===== config.mk =====
export PLATFORM = sky130hd
export DESIGN_NAME = usb_ep0_irq_flags
export DESIGN_NICKNAME = d
export VERILOG_FILES = /design/src/rtl/usb_ep0_irq_pkg.sv /design/src/rtl/ep0_hs_qual.sv /design/src/rtl/irq_flag_bank.sv /design/src/rtl/irq_mask_out.sv /design/src/rtl/usb_ep0_irq_flags.sv
export SDC_FILE = /design/constraint.sdc
export NUM_CORES = 1
export LEC_CHECK = 0
export BUFFER_PORTS_ARGS = -buffer_cell sky130_fd_sc_hd__buf_2
export CAP_MARGIN = 30
export CORE_AREA = 2 2 39 41
export CTS_BUF_LIST = sky130_fd_sc_hd__clkbuf_2 sky130_fd_sc_hd__clkbuf_4 sky130_fd_sc_hd__clkbuf_8
export DETAILED_ROUTE_END_ITERATION = 7
export DIE_AREA = 0 0 41 43
export SETUP_SLACK_MARGIN = 0.15
export SYNTH_ARGS = -nofsm -noshare
export SYNTH_HDL_FRONTEND = slang
export SYNTH_SLANG_ARGS = --single-unit

===== constraint.sdc =====
create_clock -name clk -period 0.8 [get_ports clk]
set_input_delay 0.04 -clock clk [delete_from_list [all_inputs] [get_ports clk]]
set_output_delay 0.04 -clock clk [all_outputs]
set_load 0.03 [all_outputs]

===== src/rtl/usb_ep0_irq_pkg.sv =====
// Shared constants and types for the endpoint-0 interrupt flag register.
// Assumes a fixed four-flag layout that software decodes by bit position.
package usb_ep0_irq_pkg;
    localparam int FLAG_W    = 4;
    localparam int BIT_IN    = 0;
    localparam int BIT_OUT   = 1;
    localparam int BIT_SETUP = 2;
    localparam int BIT_DSC   = 3;
    localparam int KIND_W    = 2;

    // Flag value loaded by a bus reset: only the state-change flag is set.
    localparam logic [FLAG_W-1:0] BUS_RST_VAL = FLAG_W'(1) << BIT_DSC;

    typedef enum logic [KIND_W-1:0] {
        HS_ACK   = 2'b00,
        HS_NAK   = 2'b01,
        HS_STALL = 2'b10,
        HS_RSVD  = 2'b11
    } hs_kind_e;
endpackage


===== src/rtl/ep0_hs_qual.sv =====
// Turns one handshake pulse and its kind into a flag-set request.
// Assumes the pulse lasts one cycle and the kind is valid with it.
module ep0_hs_qual
    import usb_ep0_irq_pkg::*;
(
    input  logic     clk,
    input  logic     rst_ok,
    input  logic     hs_pulse,
    input  hs_kind_e hs_kind,
    input  logic     nak_report_en,
    output logic     set_req
);
    // Decode the handshake kind; NAK passes only when reporting is on.
    always_comb begin
        case (hs_kind)
            HS_ACK, HS_STALL: set_req = hs_pulse;
            HS_NAK:           set_req = hs_pulse & nak_report_en;
            default:          set_req = 1'b0;
        endcase
    end

    a_r6_nak_masked: assert property (@(posedge clk) disable iff (!rst_ok)
        (hs_pulse && hs_kind == HS_NAK && !nak_report_en) |-> !set_req);
    a_r5_rsvd_ignored: assert property (@(posedge clk) disable iff (!rst_ok)
        (hs_kind == HS_RSVD) |-> !set_req);
endmodule


===== src/rtl/irq_flag_bank.sv =====
// Bank of sticky flags. Each flag sets on a request and clears on an acknowledge.
// The setup bit clears only on setup select; other bits clear on a write of 1.
// A set always wins over a clear in the same cycle. Resets are synchronous.
module irq_flag_bank #(
    parameter int                 W         = 4,
    parameter int                 SETUP_IDX = 2,
    parameter logic [W-1:0]       BUS_VAL   = '0
) (
    input  logic         clk,
    input  logic         cpu_rst_n,
    input  logic         bus_rst_n,
    input  logic [W-1:0] set_vec,
    input  logic         w1c_en,
    input  logic [W-1:0] w1c_data,
    input  logic         setup_sel,
    output logic [W-1:0] flags_q
);
    logic rst_ok;
    assign rst_ok = cpu_rst_n & bus_rst_n;

    for (genvar b = 0; b < W; b++) begin : g_flag
        logic clr;
        logic flag_r;

        if (b == SETUP_IDX) begin : g_setup_clr
            // Setup flag acknowledge comes only from setup-data select.
            assign clr = setup_sel;
        end else begin : g_w1c_clr
            // Other flags are acknowledged by a write of 1.
            assign clr = w1c_en & w1c_data[b];
        end

        // Flag state: bus reset, then processor reset, then set, then clear.
        always_ff @(posedge clk) begin
            if (!bus_rst_n)      flag_r <= BUS_VAL[b];
            else if (!cpu_rst_n) flag_r <= 1'b0;
            else if (set_vec[b]) flag_r <= 1'b1;
            else if (clr)        flag_r <= 1'b0;
        end

        assign flags_q[b] = flag_r;

        a_r3_set_lands: assert property (@(posedge clk) disable iff (!rst_ok)
            set_vec[b] |=> flag_r);

        if (b == SETUP_IDX) begin : g_setup_chk
            a_r4_setup_holds: assert property (@(posedge clk) disable iff (!rst_ok)
                (flag_r && !setup_sel) |=> flag_r);
        end else begin : g_w1c_chk
            a_r7_w1c_clears: assert property (@(posedge clk) disable iff (!rst_ok)
                (w1c_en && w1c_data[b] && !set_vec[b]) |=> !flag_r);
        end
    end

    a_r2_bus_reset_value: assert property (@(posedge clk)
        !bus_rst_n |=> (flags_q == BUS_VAL));
endmodule


===== src/rtl/irq_mask_out.sv =====
// Holds the enable mask and produces the registered interrupt line.
// The mask clears on processor reset only; the line clears on either reset.
module irq_mask_out #(
    parameter int W = 4
) (
    input  logic         clk,
    input  logic         cpu_rst_n,
    input  logic         bus_rst_n,
    input  logic         wr_mask_en,
    input  logic [W-1:0] wr_data,
    input  logic [W-1:0] flags,
    output logic         irq
);
    logic [W-1:0] mask_q;
    logic         irq_q;
    logic         rst_ok;

    assign rst_ok = cpu_rst_n & bus_rst_n;

    // Enable mask register, loaded by its own strobe.
    always_ff @(posedge clk) begin
        if (!cpu_rst_n)      mask_q <= '0;
        else if (wr_mask_en) mask_q <= wr_data;
    end

    // Registered OR of the enabled flags.
    always_ff @(posedge clk) begin
        if (!rst_ok) irq_q <= 1'b0;
        else         irq_q <= |(flags & mask_q);
    end

    assign irq = irq_q;

    a_r9_irq_follows: assert property (@(posedge clk) disable iff (!rst_ok)
        (|(flags & mask_q)) |=> irq);
    a_r9_irq_quiet: assert property (@(posedge clk) disable iff (!rst_ok)
        !(|(flags & mask_q)) |=> !irq);
    a_r1_reset_quiet: assert property (@(posedge clk)
        !cpu_rst_n |=> (!irq && mask_q == '0));
endmodule


===== src/rtl/usb_ep0_irq_flags.sv =====
// Top level: interrupt flags for endpoint 0 and device-state events.
// Assumes all event inputs are single-cycle pulses in the clk domain.
module usb_ep0_irq_flags
    import usb_ep0_irq_pkg::*;
(
    input  logic              clk,
    input  logic              cpu_rst_n,
    input  logic              bus_rst_n,
    input  logic              setup_done,
    input  logic              ep0_out_hs,
    input  logic [KIND_W-1:0] ep0_out_kind,
    input  logic              ep0_in_hs,
    input  logic [KIND_W-1:0] ep0_in_kind,
    input  logic              nak_report_en,
    input  logic              state_chg,
    input  logic              setup_sel,
    input  logic              wr_flags_en,
    input  logic              wr_mask_en,
    input  logic [FLAG_W-1:0] wr_data,
    output logic [FLAG_W-1:0] flags,
    output logic              irq
);
    logic              rst_ok;
    logic              out_set;
    logic              in_set;
    logic [FLAG_W-1:0] set_vec;

    assign rst_ok = cpu_rst_n & bus_rst_n;

    ep0_hs_qual u_out_qual (
        .clk           (clk),
        .rst_ok        (rst_ok),
        .hs_pulse      (ep0_out_hs),
        .hs_kind       (hs_kind_e'(ep0_out_kind)),
        .nak_report_en (nak_report_en),
        .set_req       (out_set)
    );

    ep0_hs_qual u_in_qual (
        .clk           (clk),
        .rst_ok        (rst_ok),
        .hs_pulse      (ep0_in_hs),
        .hs_kind       (hs_kind_e'(ep0_in_kind)),
        .nak_report_en (nak_report_en),
        .set_req       (in_set)
    );

    // Gather the set requests by flag position.
    always_comb begin
        set_vec            = '0;
        set_vec[BIT_IN]    = in_set;
        set_vec[BIT_OUT]   = out_set;
        set_vec[BIT_SETUP] = setup_done;
        set_vec[BIT_DSC]   = state_chg;
    end

    irq_flag_bank #(
        .W         (FLAG_W),
        .SETUP_IDX (BIT_SETUP),
        .BUS_VAL   (BUS_RST_VAL)
    ) u_bank (
        .clk       (clk),
        .cpu_rst_n (cpu_rst_n),
        .bus_rst_n (bus_rst_n),
        .set_vec   (set_vec),
        .w1c_en    (wr_flags_en),
        .w1c_data  (wr_data),
        .setup_sel (setup_sel),
        .flags_q   (flags)
    );

    irq_mask_out #(
        .W (FLAG_W)
    ) u_irq (
        .clk        (clk),
        .cpu_rst_n  (cpu_rst_n),
        .bus_rst_n  (bus_rst_n),
        .wr_mask_en (wr_mask_en),
        .wr_data    (wr_data),
        .flags      (flags),
        .irq        (irq)
    );

    a_r8_state_chg_sets: assert property (@(posedge clk) disable iff (!rst_ok)
        state_chg |=> flags[BIT_DSC]);
endmodule


==> run metrics, run 1 <==
outcome finished with violations; failing checks hold timing; VDD IR max 0.601 mV; Max-slew headroom 82.6%; routed length per instance 9.94 um; antenna viol nets, final 0; n_diodes 0; Worst-Margin Slew 0.258 ns; total gr overflow 0; Placement Setup Slack 0.0791 ns; Total GRT Usage 12.0%; arrival time worst endpoint 0.73 ns; clock sink count 9; Setup crit start kind register; H-tree levels 1; cells after synthesis 44; Tmin final 0.770 ns; core region area 1380 sq um; Crit path max-delay family flip-flops; Vias 350; Worst path max stage delay 0.35 ns; Worst path slowest cell dfxtp_2; Worst-Skew Late Latency 0.25 ns; CTS buffer count 3; # Post-CTS Setup Buffers 0; Syn. warnings 0; skew final 0.00127 ns; ratio of cells with drive above 1 in the final layout 50.7%; hold crit path type in -> reg; maximum clock path buffer count 2; final wirelength 825 um; Power per Cell Area 1810 nW/um^2; number of synthesized register bits 9; nets 87; Pleak 0.276 nW; I/O pin count 24; period utilization 96.3%; Post-Syn Area 394 sq um; Buf/Inv on CP 1; detailed placement HPWL 613 um; Fin. Hold Viols 1; syn avg cell area 8.96 sq um; Cells after DPL 78; fmax 1.30 GHz; overall power 1.03 mW; Filler cells 135; Unique masters post-synth 12; Rows 14; area grow syn2layout 44.8%; Fin Hold WS -0.00324 ns; Final GP Congestion 0.654; Starting Density 28.5%; max-slew violations 0; Syn Nets 63; CP Class reg -> out; crit path max fanout 3; CP endpoint kind primary output; CTS Root Cell clkbuf_4; vias in the first global route 331; final setup TNS 0 ns; CP required 0.76 ns; RSZ-0062 raised after global routing yes; Die Span X 41 um; Die H 43 um; DR iter-0 viols 2; TritonRoute pass-1 iters 2; Setup violations, final 0; antenna violations before repair 0; first-pass GRT wire length 1390 um; Non-Filler Instances 83; largest net degree at the start of global routing 7; max_cap viols 0; Seq/Total Area, Yosys 45.7%; worst path cell trace buf_6; residual DRC count 0; DIE AREA 1760 sq um; port buffer count 23; CTS tree built; via/cell ratio 4.22; Worst-path clk slew 0.06 ns; setup ws final 0.0299 ns
==> synth_stat cells <==
master,number,area share [%]
mux2i_1,4,10
nand2_1,6,5.7
nor2_1,1,0.95
a22oi_1,2,3.8
buf_4,4,7.6
buf_6,1,2.9
a21boi_0,1,1.9
nor2b_1,6,9.5
a21oi_1,4,5.1
dfxtp_1,9,46
o21ai_0,3,3.8
inv_1,3,2.9
==> repair_timing <==
action                                  CTS  global route
cloned                                    0             0
endpoints found under the hold margin     2             0
endpoints found under the setup margin    7            10
resized for setup                        15             3
hold buffers                              1             0
==> cells in the final DEF, fill, tap and decap left out <==
master and count:
clkbuf_4 4, nand2_1 6, a21oi_1 3, inv_1 3, a22oi_1 2, nor2_1 1
nor2b_1 6, buf_2 18, a21boi_1 1, dlygate4sd3_1 1, buf_6 5, a21oi_2 1
mux2i_1 4, o21ai_0 2, o21ai_1 1, dfxtp_1 3, dfxtp_2 6
==> path summary, 6_finish.rpt <==
check             slack, ns                       to                    start  cells after the start
setup / recovery       0.03                 flags[3]  u_bank.g_flag[3].flag_r                      1
hold / removal       -0.003  u_bank.g_flag[3].flag_r                state_chg                      3
setup reg to reg       0.07  u_bank.g_flag[3].flag_r  u_bank.g_flag[3].flag_r                      3
hold reg to reg        0.47  u_bank.g_flag[1].flag_r  u_bank.g_flag[1].flag_r                      2
==> routing by layer <==
metal / global-route usage (%) / part of all wire, % / up-vias / wire length (um)
li1: - / - / 186 / -
met1: 13.0 / 38 / 154 / 313
met2: 18.1 / 56 / 8 / 460
met3: 3.14 / 4.6 / 2 / 38
met4: 10.0 / 1.5 / 0 / 12
met5: 0 / 0 / - / 0
==> layout make-up <==
class	instances	area (sq um)	area share, %
flip-flops and latches	9	188	32.9
multi-input cells	27	165	28.9
repair buffers	24	156	27.4
clock buffers	4	30.0	5.26
well taps	16	20.0	3.51
inverters	3	11.3	1.97
==> kinds of logic after synthesis <==
logic type / after synthesis / synth area share [%]
AND/OR/NAND/NOR: 13 / 16.2
multiplexers: 4 / 10.2
flip-flops: 9 / 45.7
AO/OA/AOI/OAI: 10 / 14.6
buffers and inverters: 8 / 13.3
==> registers in the layout (all words and copies together) (netlist names) <==
signal and flops:
u_irq.irq 1, u_bank.g_flag.flag_r 4, u_irq.mask_q 4
==> stage by stage <==
stage | cell area (sq um) | hold WS [ns] | util [%]
final | 571 | -0.00324 | 41.2
after global routing | 571 | 0.00634 | 41.2
after CTS | 566 | -0.00346 | 40.9
after detailed placement | 488 | 0.228 | 35.3
after global placement | 488 | 0.219 | 35.3
after floorplan | 394 | 0.102 | -
==> report_power, final <==
part / total [mW] / leakage, nW / switching, mW / internal, mW
registers: 0.490 / 0.0760 / 0.0155 / 0.475
clock network: 0.382 / 0.0184 / 0.156 / 0.226
logic: 0.159 / 0.182 / 0.0730 / 0.0856
No activity file was read; power rests on OpenSTA's default activity.
==> run 2, diff against run 1 <==
SETUP_SLACK_MARGIN = 0.05   (was 0.15)
==> run 2 against run 1 <==
Against the previous run:
- the flow now finishes without violations
- largest cell class unchanged
- wire length fell by 1.8%
- count of clock-buffer cells in the layout stayed put
- highest routed layer unchanged
- setup slack gained 0.0021 ns
- die area is the same
==> run metrics, run 2 (synthesized netlist as in run 1, its figures left out) <==
antenna viol nets, final 0 (unchanged); via/cell ratio 4.13 (was 4.22); residual DRC count 0 (unchanged); max-slew violations 0 (unchanged); Fin. Hold Viols 0 (was 1); Fin Hold WS 0.0450 ns (was -0.00324 ns); VDD IR max 0.646 mV (was 0.601 mV); Starting Density 28.5% (unchanged); clock sink count 9 (unchanged); RSZ-0062 raised after global routing yes (unchanged); Worst-Margin Slew 0.194 ns (was 0.258 ns); Worst path slowest cell dfxtp_2 (unchanged); CP Class reg -> out (unchanged); Total GRT Usage 11.3% (was 12.0%); Worst path max stage delay 0.34 ns (was 0.35 ns); commonest non-fill, non-tap cell in the layout buf_2 (unchanged); antenna violations before repair 0 (unchanged); Final GP Congestion 0.648 (was 0.654); largest net degree at the start of global routing 7 (unchanged); # Post-CTS Setup Buffers 0 (unchanged); period utilization 96.0% (was 96.3%); Non-Filler Instances 85 (was 83); final wirelength 810 um (was 825 um); nets 89 (was 87); sequential share of power 47.2% (was 47.6%); n_diodes 0 (unchanged); maximum clock path buffer count 2 (unchanged); commonest cells after routing, fill and taps aside buf_2 (18), nand2_1 (6), nor2b_1 (6) (was buf_2 (18), nand2_1 (6), nor2b_1 (6), dfxtp_2 (6), buf_6 (5)); ratio of cells with drive above 1 in the final layout 47.8% (was 50.7%); Net Sw Frac 23.5% (was 23.7%); DIE AREA 1760 sq um (unchanged); area grow syn2layout 49.5% (was 44.8%); Filler cells 135 (unchanged); outcome complete, no violations (was finished with violations); vias in the first global route 331 (unchanged); Clk pwr share 36.7% (was 37.0%); DR iter-0 viols 4 (was 2); min-delay src ep0_out_hs (was state_chg); CTS tree built (unchanged); routed length per instance 9.53 um (was 9.94 um); Cells after DPL 78 (unchanged); Vias 351 (was 350); crit path from u_bank.g_flag[3].flag_r (unchanged); CP endpoint kind primary output (unchanged); Buf/Inv on CP 1 (unchanged); total gr overflow 0 (unchanged); P_sw 0.244 mW (about the same); hold crit path type in -> reg (unchanged); CP required 0.76 ns (about the same); CTS buffer count 3 (unchanged); Rows 14 (unchanged); Worst-Skew Late Latency 0.26 ns (was 0.25 ns); Worst-path clk slew 0.06 ns (about the same); first-pass GRT wire length 1290 um (was 1390 um); skew final 0.00141 ns (was 0.00127 ns); final setup TNS 0 ns (unchanged); core region area 1380 sq um (unchanged); Comb power frac 16.1% (was 15.4%); Die Span X 41 um (unchanged); Power per Cell Area 1760 nW/um^2 (was 1810 nW/um^2); Final Util 42.6% (was 41.2%); TritonRoute pass-1 iters 3 (was 2); Setup crit start kind register (unchanged); detailed placement HPWL 598 um (was 613 um); port buffer count 23 (unchanged); internal power 0.793 mW (was 0.786 mW); Tmin final 0.768 ns (was 0.770 ns); Max-slew headroom 87.1% (was 82.6%); CTS Root Cell clkbuf_4 (unchanged); I/O pin count 24 (unchanged); Setup violations, final 0 (unchanged); Die H 43 um (unchanged); Crit path max-delay family flip-flops (unchanged); FF-to-FF Start u_bank.g_flag[3].flag_r (unchanged); Pleak 0.285 nW (was 0.276 nW); arrival time worst endpoint 0.73 ns (about the same); worst path cell trace buf_6 (unchanged); fmax 1.30 GHz (about the same); H-tree levels 1 (unchanged); max_cap viols 0 (unchanged); crit path max fanout 3 (unchanged)
==> run 2: cell types whose count changed in the layout (fill, tap and decap cells not counted), sizes merged <==
| cell | before | now |
|---|---|---|
| dlygate4sd3 | 1 | 3 |
==> run 2: final timing paths <==
kind	end	slack (ns)	depth (start not counted)
max reg2reg	u_bank.g_flag[3].flag_r	0.05	3
max	flags[3]	0.03	1
min reg2reg	u_bank.g_flag[1].flag_r	0.47	2
min	u_bank.g_flag[1].flag_r	0.05	3
==> run 2: per-layer routing <==
layer | up-vias | GRT usage, % | routed length (um)
met3 | 4 | 3.14 | 52
met5 | - | 0 | 0
met1 | 144 | 12.0 | 318
met2 | 12 | 17.8 | 413
li1 | 191 | - | -
met4 | 0 | 8.00 | 25
==> run 2: what timing repair did <==
item / in CTS / in global routing
endpoints found under the hold margin: 2 / 0
gates resized for setup: 16 / 2
setup endpoints to repair: 6 / 7
hold buffers: 3 / 0
==> run 2: cell type report <==
class	instances	area (sq um)	share of cell area, %
Clock buffer	4	30.0	5.10
Inverter	3	11.3	1.91
Multi-Input combinational cell	27	165	28.0
Sequential cell	9	186	31.6
Tap cell	16	20.0	3.40
Timing Repair Buffer	26	176	29.9
==> run 2: worst reg2reg max path, delay by kind of cell (launching register included) <==
family           cells  cell delay [ns]
AND/OR/NAND/NOR      1             0.06
AO/OA/AOI/OAI        2             0.26
flip-flops           1             0.33
==> run 2: power by group through the flow <==
stage	Clock (mW)	Combinational (mW)	Sequential, mW
final	0.380	0.167	0.489
after global routing	0.423	0.184	0.492
after CTS	0.394	0.164	0.489
after detailed placement	0	0.138	0.495
after global placement	0	0.138	0.494
after floorplan	0	0.0895	0.495
==> run 2: through the flow <==
stage               cell area (sq um)  setup slack [ns]  power (mW)
global placement                  488            0.0788       0.632
finish                            589            0.0320        1.04
CTS                               586            0.0208        1.05
global route                      589          -0.00463        1.10
detailed placement                488            0.0564       0.633
floorplan                         394            0.0959       0.584
